--- config.mk ---
export PLATFORM = sky130hd
export DESIGN_NAME = sram_emu
export DESIGN_NICKNAME = d
export VERILOG_FILES = /design/src/rtl/sram_emu_pkg.sv /design/src/rtl/sram_emu_sync.sv /design/src/rtl/sram_emu_decode.sv /design/src/rtl/sram_emu_window.sv /design/src/rtl/sram_emu_store.sv /design/src/rtl/sram_emu.sv
export SDC_FILE = /design/constraint.sdc
export NUM_CORES = 2
export LEC_CHECK = 0
export BUFFER_PORTS_ARGS = -buffer_cell sky130_fd_sc_hd__buf_2
export CAP_MARGIN = 20
export CORE_MARGIN = 1.5
export CORE_UTILIZATION = 30
export CTS_CLUSTER_DIAMETER = 30
export CTS_CLUSTER_SIZE = 12
export DETAILED_ROUTE_END_ITERATION = 8
export SYNTH_ARGS = -nofsm -noshare
export SYNTH_HDL_FRONTEND = slang
export SYNTH_SLANG_ARGS = --single-unit
export TNS_END_PERCENT = 10
--- constraint.sdc ---
create_clock -name clk -period 2.61 [get_ports clk]
set_clock_uncertainty 0.1 [all_clocks]
set_input_delay 0.261 -clock clk [delete_from_list [all_inputs] [get_ports clk]]
set_output_delay 0.261 -clock clk [all_outputs]
set_load 0.05 [all_outputs]
--- src/rtl/sram_emu_pkg.sv ---
package sram_emu_pkg;

    typedef enum logic [1:0] {
        MODE_STANDBY = 2'd0,
        MODE_QUIET   = 2'd1,
        MODE_READ    = 2'd2,
        MODE_WRITE   = 2'd3
    } bus_mode_e;

    typedef struct packed {
        logic sel_n;
        logic sel;
        logic rd_n;
        logic wr_n;
    } ctrl_t;

    localparam logic [3:0] CTRL_IDLE = 4'b1011;

endpackage

--- src/rtl/sram_emu_sync.sv ---
module sram_emu_sync #(
    parameter int               WIDTH   = 1,
    parameter logic [WIDTH-1:0] RST_VAL = '0
) (
    input  logic             clk,
    input  logic             rst_n,
    input  logic [WIDTH-1:0] d_i,
    output logic [WIDTH-1:0] q_o
);

    typedef struct packed {
        logic [WIDTH-1:0] meta;
        logic [WIDTH-1:0] stable;
    } sync_t;

    sync_t st_d, st_q;

    always_comb begin
        st_d.meta   = d_i;
        st_d.stable = st_q.meta;
    end

    always_ff @(posedge clk or negedge rst_n) begin
        if (!rst_n) begin
            st_q <= '{meta: RST_VAL, stable: RST_VAL};
        end else begin
            st_q <= st_d;
        end
    end

    assign q_o = st_q.stable;

endmodule

--- src/rtl/sram_emu_decode.sv ---
module sram_emu_decode
    import sram_emu_pkg::*;
(
    input  ctrl_t     ctrl_i,
    output bus_mode_e mode_o
);

    always_comb begin
        if (ctrl_i.sel_n || !ctrl_i.sel) begin
            mode_o = MODE_STANDBY;
        end else if (!ctrl_i.wr_n) begin
            mode_o = MODE_WRITE;
        end else if (!ctrl_i.rd_n) begin
            mode_o = MODE_READ;
        end else begin
            mode_o = MODE_QUIET;
        end
    end

endmodule

--- src/rtl/sram_emu_window.sv ---
module sram_emu_window #(
    parameter int IDX_W  = 8,
    parameter int DATA_W = 8
) (
    input  logic              clk,
    input  logic              rst_n,
    input  logic              wr_act_i,
    input  logic [IDX_W-1:0]  idx_i,
    input  logic [DATA_W-1:0] data_i,
    output logic              commit_o,
    output logic [IDX_W-1:0]  commit_idx_o,
    output logic [DATA_W-1:0] commit_data_o
);

    typedef struct packed {
        logic              open;
        logic [IDX_W-1:0]  idx;
        logic [DATA_W-1:0] data;
    } win_t;

    win_t st_d, st_q;

    always_comb begin
        st_d      = st_q;
        st_d.open = wr_act_i;
        if (wr_act_i) begin
            st_d.idx  = idx_i;
            st_d.data = data_i;
        end
    end

    always_ff @(posedge clk or negedge rst_n) begin
        if (!rst_n) begin
            st_q <= '0;
        end else begin
            st_q <= st_d;
        end
    end

    assign commit_o      = st_q.open && !wr_act_i;
    assign commit_idx_o  = st_q.idx;
    assign commit_data_o = st_q.data;

endmodule

--- src/rtl/sram_emu_store.sv ---
module sram_emu_store #(
    parameter int DEPTH  = 256,
    parameter int IDX_W  = 8,
    parameter int DATA_W = 8
) (
    input  logic              clk,
    input  logic              rst_n,
    input  logic              wr_en_i,
    input  logic [IDX_W-1:0]  wr_idx_i,
    input  logic [DATA_W-1:0] wr_data_i,
    input  logic              rd_en_i,
    input  logic [IDX_W-1:0]  rd_idx_i,
    output logic [DATA_W-1:0] dout_o,
    output logic              dout_oe_o
);

    typedef struct packed {
        logic              oe;
        logic [DATA_W-1:0] data;
    } rd_t;

    logic [DATA_W-1:0] mem_q [DEPTH];
    rd_t               rd_d, rd_q;

    always_ff @(posedge clk or negedge rst_n) begin
        if (!rst_n) begin
            for (int i = 0; i < DEPTH; i++) begin
                mem_q[i] <= '0;
            end
        end else if (wr_en_i) begin
            mem_q[wr_idx_i] <= wr_data_i;
        end
    end

    always_comb begin
        rd_d.oe = rd_en_i;
        if (wr_en_i && (wr_idx_i == rd_idx_i)) begin
            rd_d.data = wr_data_i;
        end else begin
            rd_d.data = mem_q[rd_idx_i];
        end
    end

    always_ff @(posedge clk or negedge rst_n) begin
        if (!rst_n) begin
            rd_q <= '0;
        end else begin
            rd_q <= rd_d;
        end
    end

    assign dout_o    = rd_q.data;
    assign dout_oe_o = rd_q.oe;


    same_cycle_fwd_chk: assert property (@(posedge clk) disable iff (!rst_n)
        (wr_en_i && rd_en_i && (wr_idx_i == rd_idx_i)) |=> (dout_o == $past(wr_data_i)));

endmodule

--- src/rtl/sram_emu.sv ---
module sram_emu
    import sram_emu_pkg::*;
#(
    parameter int ADDR_W = 18,
    parameter int DATA_W = 8,
    parameter int DEPTH  = 256
) (
    input  logic              clk,
    input  logic              rst_n,
    input  logic              sel_n_i,
    input  logic              sel_i,
    input  logic              rd_n_i,
    input  logic              wr_n_i,
    input  logic [ADDR_W-1:0] addr_i,
    input  logic [DATA_W-1:0] din_i,
    output logic [DATA_W-1:0] dout_o,
    output logic              dout_oe_o
);

    localparam int IDX_W = $clog2(DEPTH);

    logic [3:0]        s_ctrl_v;
    ctrl_t             s_ctrl;
    logic [ADDR_W-1:0] s_addr;
    logic [DATA_W-1:0] s_data;
    logic [IDX_W-1:0]  s_idx;
    bus_mode_e         mode;
    logic              commit;
    logic [IDX_W-1:0]  commit_idx;
    logic [DATA_W-1:0] commit_data;

    sram_emu_sync #(.WIDTH(4), .RST_VAL(CTRL_IDLE)) u_sync_ctrl (
        .clk   (clk),
        .rst_n (rst_n),
        .d_i   ({sel_n_i, sel_i, rd_n_i, wr_n_i}),
        .q_o   (s_ctrl_v)
    );

    sram_emu_sync #(.WIDTH(ADDR_W), .RST_VAL('0)) u_sync_addr (
        .clk   (clk),
        .rst_n (rst_n),
        .d_i   (addr_i),
        .q_o   (s_addr)
    );

    sram_emu_sync #(.WIDTH(DATA_W), .RST_VAL('0)) u_sync_data (
        .clk   (clk),
        .rst_n (rst_n),
        .d_i   (din_i),
        .q_o   (s_data)
    );

    assign s_ctrl = ctrl_t'(s_ctrl_v);
    assign s_idx  = IDX_W'(s_addr % ADDR_W'(DEPTH));

    sram_emu_decode u_decode (
        .ctrl_i (s_ctrl),
        .mode_o (mode)
    );

    sram_emu_window #(.IDX_W(IDX_W), .DATA_W(DATA_W)) u_window (
        .clk           (clk),
        .rst_n         (rst_n),
        .wr_act_i      (mode == MODE_WRITE),
        .idx_i         (s_idx),
        .data_i        (s_data),
        .commit_o      (commit),
        .commit_idx_o  (commit_idx),
        .commit_data_o (commit_data)
    );

    sram_emu_store #(.DEPTH(DEPTH), .IDX_W(IDX_W), .DATA_W(DATA_W)) u_store (
        .clk       (clk),
        .rst_n     (rst_n),
        .wr_en_i   (commit),
        .wr_idx_i  (commit_idx),
        .wr_data_i (commit_data),
        .rd_en_i   (mode == MODE_READ),
        .rd_idx_i  (s_idx),
        .dout_o    (dout_o),
        .dout_oe_o (dout_oe_o)
    );


    standby_quiet_chk: assert property (@(posedge clk) disable iff (!rst_n)
        (mode == MODE_STANDBY) |=> !dout_oe_o);


    read_drive_chk: assert property (@(posedge clk) disable iff (!rst_n)
        (mode == MODE_READ) |=> dout_oe_o);


    write_no_drive_chk: assert property (@(posedge clk) disable iff (!rst_n)
        (mode == MODE_WRITE) |=> !dout_oe_o);


    close_commits_chk: assert property (@(posedge clk) disable iff (!rst_n)
        $fell(mode == MODE_WRITE) |-> commit);


    last_sample_chk: assert property (@(posedge clk) disable iff (!rst_n)
        commit |-> (commit_data == $past(s_data) && commit_idx == $past(s_idx)));

endmodule

==> Implementation_results.wiki <==
{| class="wikitable"
! Metric !! Value
|-
| Minimum clock period after layout || 3270 ps
|-
| Count of mapped cells out of synthesis || 6475
|-
| Clk Tree Root Cell || sky130_fd_sc_hd__clkbuf_16
|-
| Post-placement cell area || 110000 µm²
|-
| Library cell with the largest summed area after synthesis || sky130_fd_sc_hd__dfrtp_1
|-
| Initial Util || 0.302
|-
| Predominant post-synthesis flop cell || sky130_fd_sc_hd__dfrtp_1
|-
| Leak pwr || 0.0619 µW
|-
| Number of pins with negative max-slew slack in the final report || 0
|-
| Setup repair after global routing missed its margin || true
|-
| Wire length of the first global-routing pass || 471000 µm
|-
| Worst-path clk slew || 50 ps
|-
| Top Ports || 41
|-
| Area share of the largest cell type after synthesis || 0.549
|-
| Cell row count || 207
|-
| Routed wirelength normalized by instance count || 26.0 µm
|-
| Largest vdd supply drop || 612 µV
|-
| Standard cell core area || 318000 µm²
|-
| Initial antenna violation count || 12
|-
| Type of element launching the critical path || flop
|-
| Result of the run || complete, but fails checks
|-
| Clock tree from TritonCTS || built
|-
| Reg-to-reg endpoint || u_store.dout_o[4]$_DFF_PN0_
|-
| Post-synth EDFFs || 0
|-
| Part of the Yosys area used for sequential elements || 0.550
|-
| Relative max-transition margin || 0.344
|-
| Worst min-delay path endpoint || u_sync_data.q_o[7]$_DFF_PN0_
|-
| Vias in the first global route || 68.5k
|-
| Number of I/O port buffers || 30
|-
| Setup-violating endpoint count in the final report || 8
|-
| Final std cell area, no fill || 130000 µm²
|-
| Number of clock sinks seen by CTS || 2114
|-
| Worst hold-check slack || 245 ps
|-
| Largest cells by area after synthesis || sky130_fd_sc_hd__dfrtp_1 55%, sky130_fd_sc_hd__mux2_2 25%, sky130_fd_sc_hd__mux4_2 7.1%
|-
| Min-delay worst type || flop to flop
|-
| Post-layout net count || 7639
|-
| Source of the worst register-to-register timing path || u_sync_addr.q_o[4]$_DFF_PN0_
|-
| Ratio of total power to cell area || 817 nW/µm²
|-
| Ys Warns || 0
|-
| Number of hold violations in the final report || 0
|-
| Worst-case setup margin in the final layout || -658 ps
|-
| Total via count after detailed routing || 63.5k
|-
| Highest attainable clock frequency || 306 MHz
|-
| Number of buffers created by CTS || 478
|-
| Critical path data required time || 3400 ps
|-
| Startpoint of the worst hold path || u_sync_data.st_d[7]$_DFF_PN0_
|-
| Synthesized area per cell || 14.8 µm²
|-
| Reg-to-reg setup timing slack || -660 ps
|-
| Drt via density || 5.21
|-
| X dimension of the die || 569 µm
|-
| Area growth from synthesis to final layout || 35.2%
|-
| Number of cells traversed by the worst register-to-register path || 10
|-
| Layout cell share with drive strength beyond 1 || 0.580
|-
| Violated checks || negative setup slack
|-
| Die Y || 569 µm
|-
| Final routed wirelength across all metal layers || 317000 µm
|-
| Post-synthesis cell type count || 59
|-
| Worst slew pin tran || 985 ps
|-
| Drt pass-1 iters || 6
|-
| H-tree Lvls || 5
|-
| Largest fanout of any net on the critical path || 14
|-
| Share of synthesized flip-flops with an asynchronous set or reset || 1.00
|-
| Arrival time of data at the critical path endpoint || 4060 ps
|-
| Antenna Nets Post-Route || 0
|-
| DIE AREA || 324000 µm²
|-
| Largest net degree at the start of global routing || 137
|-
| Register bit total from synthesis || 2114
|-
| Routability-driven placement congestion ratio || 0.881
|-
| Number of stages on the worst hold path || 0
|-
| Final worst path period share || 1.25
|-
| # DRC || 0
|-
| Max-cap viol count || 0
|-
| Tot GR Track Use || 0.194
|-
| Worst Setup End Kind || flop
|-
| Number of DRC violations after detailed-routing iteration 0 || 5082
|-
| Total grt overflow || 0
|-
| Crit Path Category || flop to flop
|-
| Insertion delay of the later-clocked pin in the worst-skew pair || 990 ps
|-
| Max Root-Sink Buffers || 4
|-
| Total nets after synthesis || 6507
|-
| HPWL reported at the end of detailed placement || 209000 µm
|-
| Summed instance area of the synthesized netlist || 96100 µm²
|}
-- final cells by class --
cell class	instances	area (µm²)
Fill cell	28600	188000
Sequential cell	2114	53000
Multi-Input combinational cell	3868	42100
Clock buffer	608	13300
Timing Repair Buffer	1139	12600
Tap cell	4180	5230
Clock inverter	264	3740
Inverter	6	27.5
Antenna cell	10	25.0
-- cell usage after synthesis (all sizes together), types with 11 or more instances --
| library cell | number |
|---|---|
| dfrtp | 2108 |
| mux2 | 2097 |
| mux2i | 432 |
| clkbuf | 307 |
| mux4 | 304 |
| nor2 | 237 |
| nand2 | 189 |
| buf | 180 |
| a22oi | 114 |
| a221oi | 88 |
| o22ai | 40 |
| nand3 | 38 |
| a21oi | 37 |
| nor2b | 31 |
| o21ai | 26 |
| and3 | 21 |
| nor3 | 20 |
| a211oi | 17 |
| a2111oi | 16 |
| nand2b | 14 |
| o221ai | 14 |
| o211ai | 13 |
| a22o | 12 |
| nand4 | 12 |
| a31oi | 11 |
-- worst max-delay path, cell delays in order (launching register included) --
cell,delay (ps)
sky130_fd_sc_hd__dfrtp_4,560
sky130_fd_sc_hd__buf_12,160
sky130_fd_sc_hd__buf_4,230
sky130_fd_sc_hd__or3b_2,700
sky130_fd_sc_hd__a221oi_1,380
sky130_fd_sc_hd__buf_4,170
sky130_fd_sc_hd__nand2_1,50
sky130_fd_sc_hd__and3_1,170
sky130_fd_sc_hd__nand4_1,150
sky130_fd_sc_hd__o211ai_1,220
sky130_fd_sc_hd__a31oi_1,250
-- cells by family (layout without fill, tap and decap cells) --
logic type,Yosys count,count (layout),synth area share
compound gates,416,416,0.0323
mux,2833,2833,0.362
buf+inv,493,2017,0.0232
simple gates,611,611,0.0316
other cells,0,10,0
xor+xnor,8,8,0.000729
flops,2114,2114,0.550
-- report_power, final --
part / leakage, µW / switching [µW] / total (µW) / internal, µW
clock: 0.00826 / 19100 / 62700 / 43600
combinational: 0.0243 / 5320 / 8530 / 3220
sequential: 0.0293 / 1000 / 35000 / 34000
-- cells in the final DEF (no fill, tap or decap), drive strengths merged, types with 38 or more instances in the layout --
cell	netlist	layout
dfrtp	2108	2108
mux2	2097	2097
buf	180	1089
clkbuf	307	612
mux2i	432	432
mux4	304	304
nor2	237	237
nand2	189	189
a22oi	114	114
clkinv	0	114
a221oi	88	88
bufinv	0	80
clkinvlp	0	53
dlygate4sd3	0	42
o22ai	40	40
nand3	38	38
-- timing repair --
item,CTS,global route
pin swaps,31,45
resized for setup,211,99
setup endpoints to repair,587,371
endpoints found under the hold margin,2084,0
gates cloned,14,4
setup buffers,54,22
hold buffers,43,0
-- sequential cells by signal, summed over array words and instances, names as in the netlist --
name	count
u_store.mem_q	2048
u_store.dout_o	8
u_sync_addr.q_o	8
u_sync_addr.st_d	8
u_sync_data.q_o	8
u_sync_data.st_d	8
u_window.commit_data_o	8
u_window.commit_idx_o	8
u_sync_ctrl.q_o	4
u_sync_ctrl.st_d	4
u_store.dout_oe_o	1
u_window.st_q	1
-- layer usage --
| metal | up-vias | wire length [µm] | GRT usage |
|---|---|---|---|
| met3 | 708 | 18400 | 0.0360 |
| met1 | 34100 | 136000 | 0.258 |
| met4 | 8 | 14700 | 0.0864 |
| met2 | 2097 | 148000 | 0.308 |
| li1 | 26500 | - | - |
| met5 | - | 56 | 0 |
-- metrics by stage --
stage          instances  setup TNS [ps]  worst slack, ps   util  power, µW
4_1_cts            12200           -4590             -667  0.406     107000
6_report           12200           -4720             -658  0.408     106000
3_3_place_gp       11200          -31570            -1320  0.345      43200
3_5_place_dp       11200          -39990            -1180  0.345      43400
2_1_floorplan       6475               0             18.2      -      39000
5_1_grt            12200           -4930             -666  0.408     109000
-- worst max path at each step --
| stage | start | to | slack (ps) |
|---|---|---|---|
| finish | u_sync_addr.q_o[4]$_DFF_PN0_ | u_store.dout_o[4]$_DFF_PN0_ | -660 |
| detailed placement | u_sync_addr.q_o[0]$_DFF_PN0_ | u_store.dout_o[7]$_DFF_PN0_ | -1180 |
| floorplan | u_sync_addr.q_o[0]$_DFF_PN0_ | u_store.dout_o[3]$_DFF_PN0_ | 20 |
| global placement | u_sync_addr.q_o[1]$_DFF_PN0_ | u_store.dout_o[2]$_DFF_PN0_ | -1320 |
| CTS | u_sync_addr.q_o[0]$_DFF_PN0_ | u_store.dout_o[7]$_DFF_PN0_ | -670 |
| global route | u_sync_addr.q_o[0]$_DFF_PN0_ | u_store.dout_o[5]$_DFF_PN0_ | -670 |
Power figures use the tool's default switching activity.
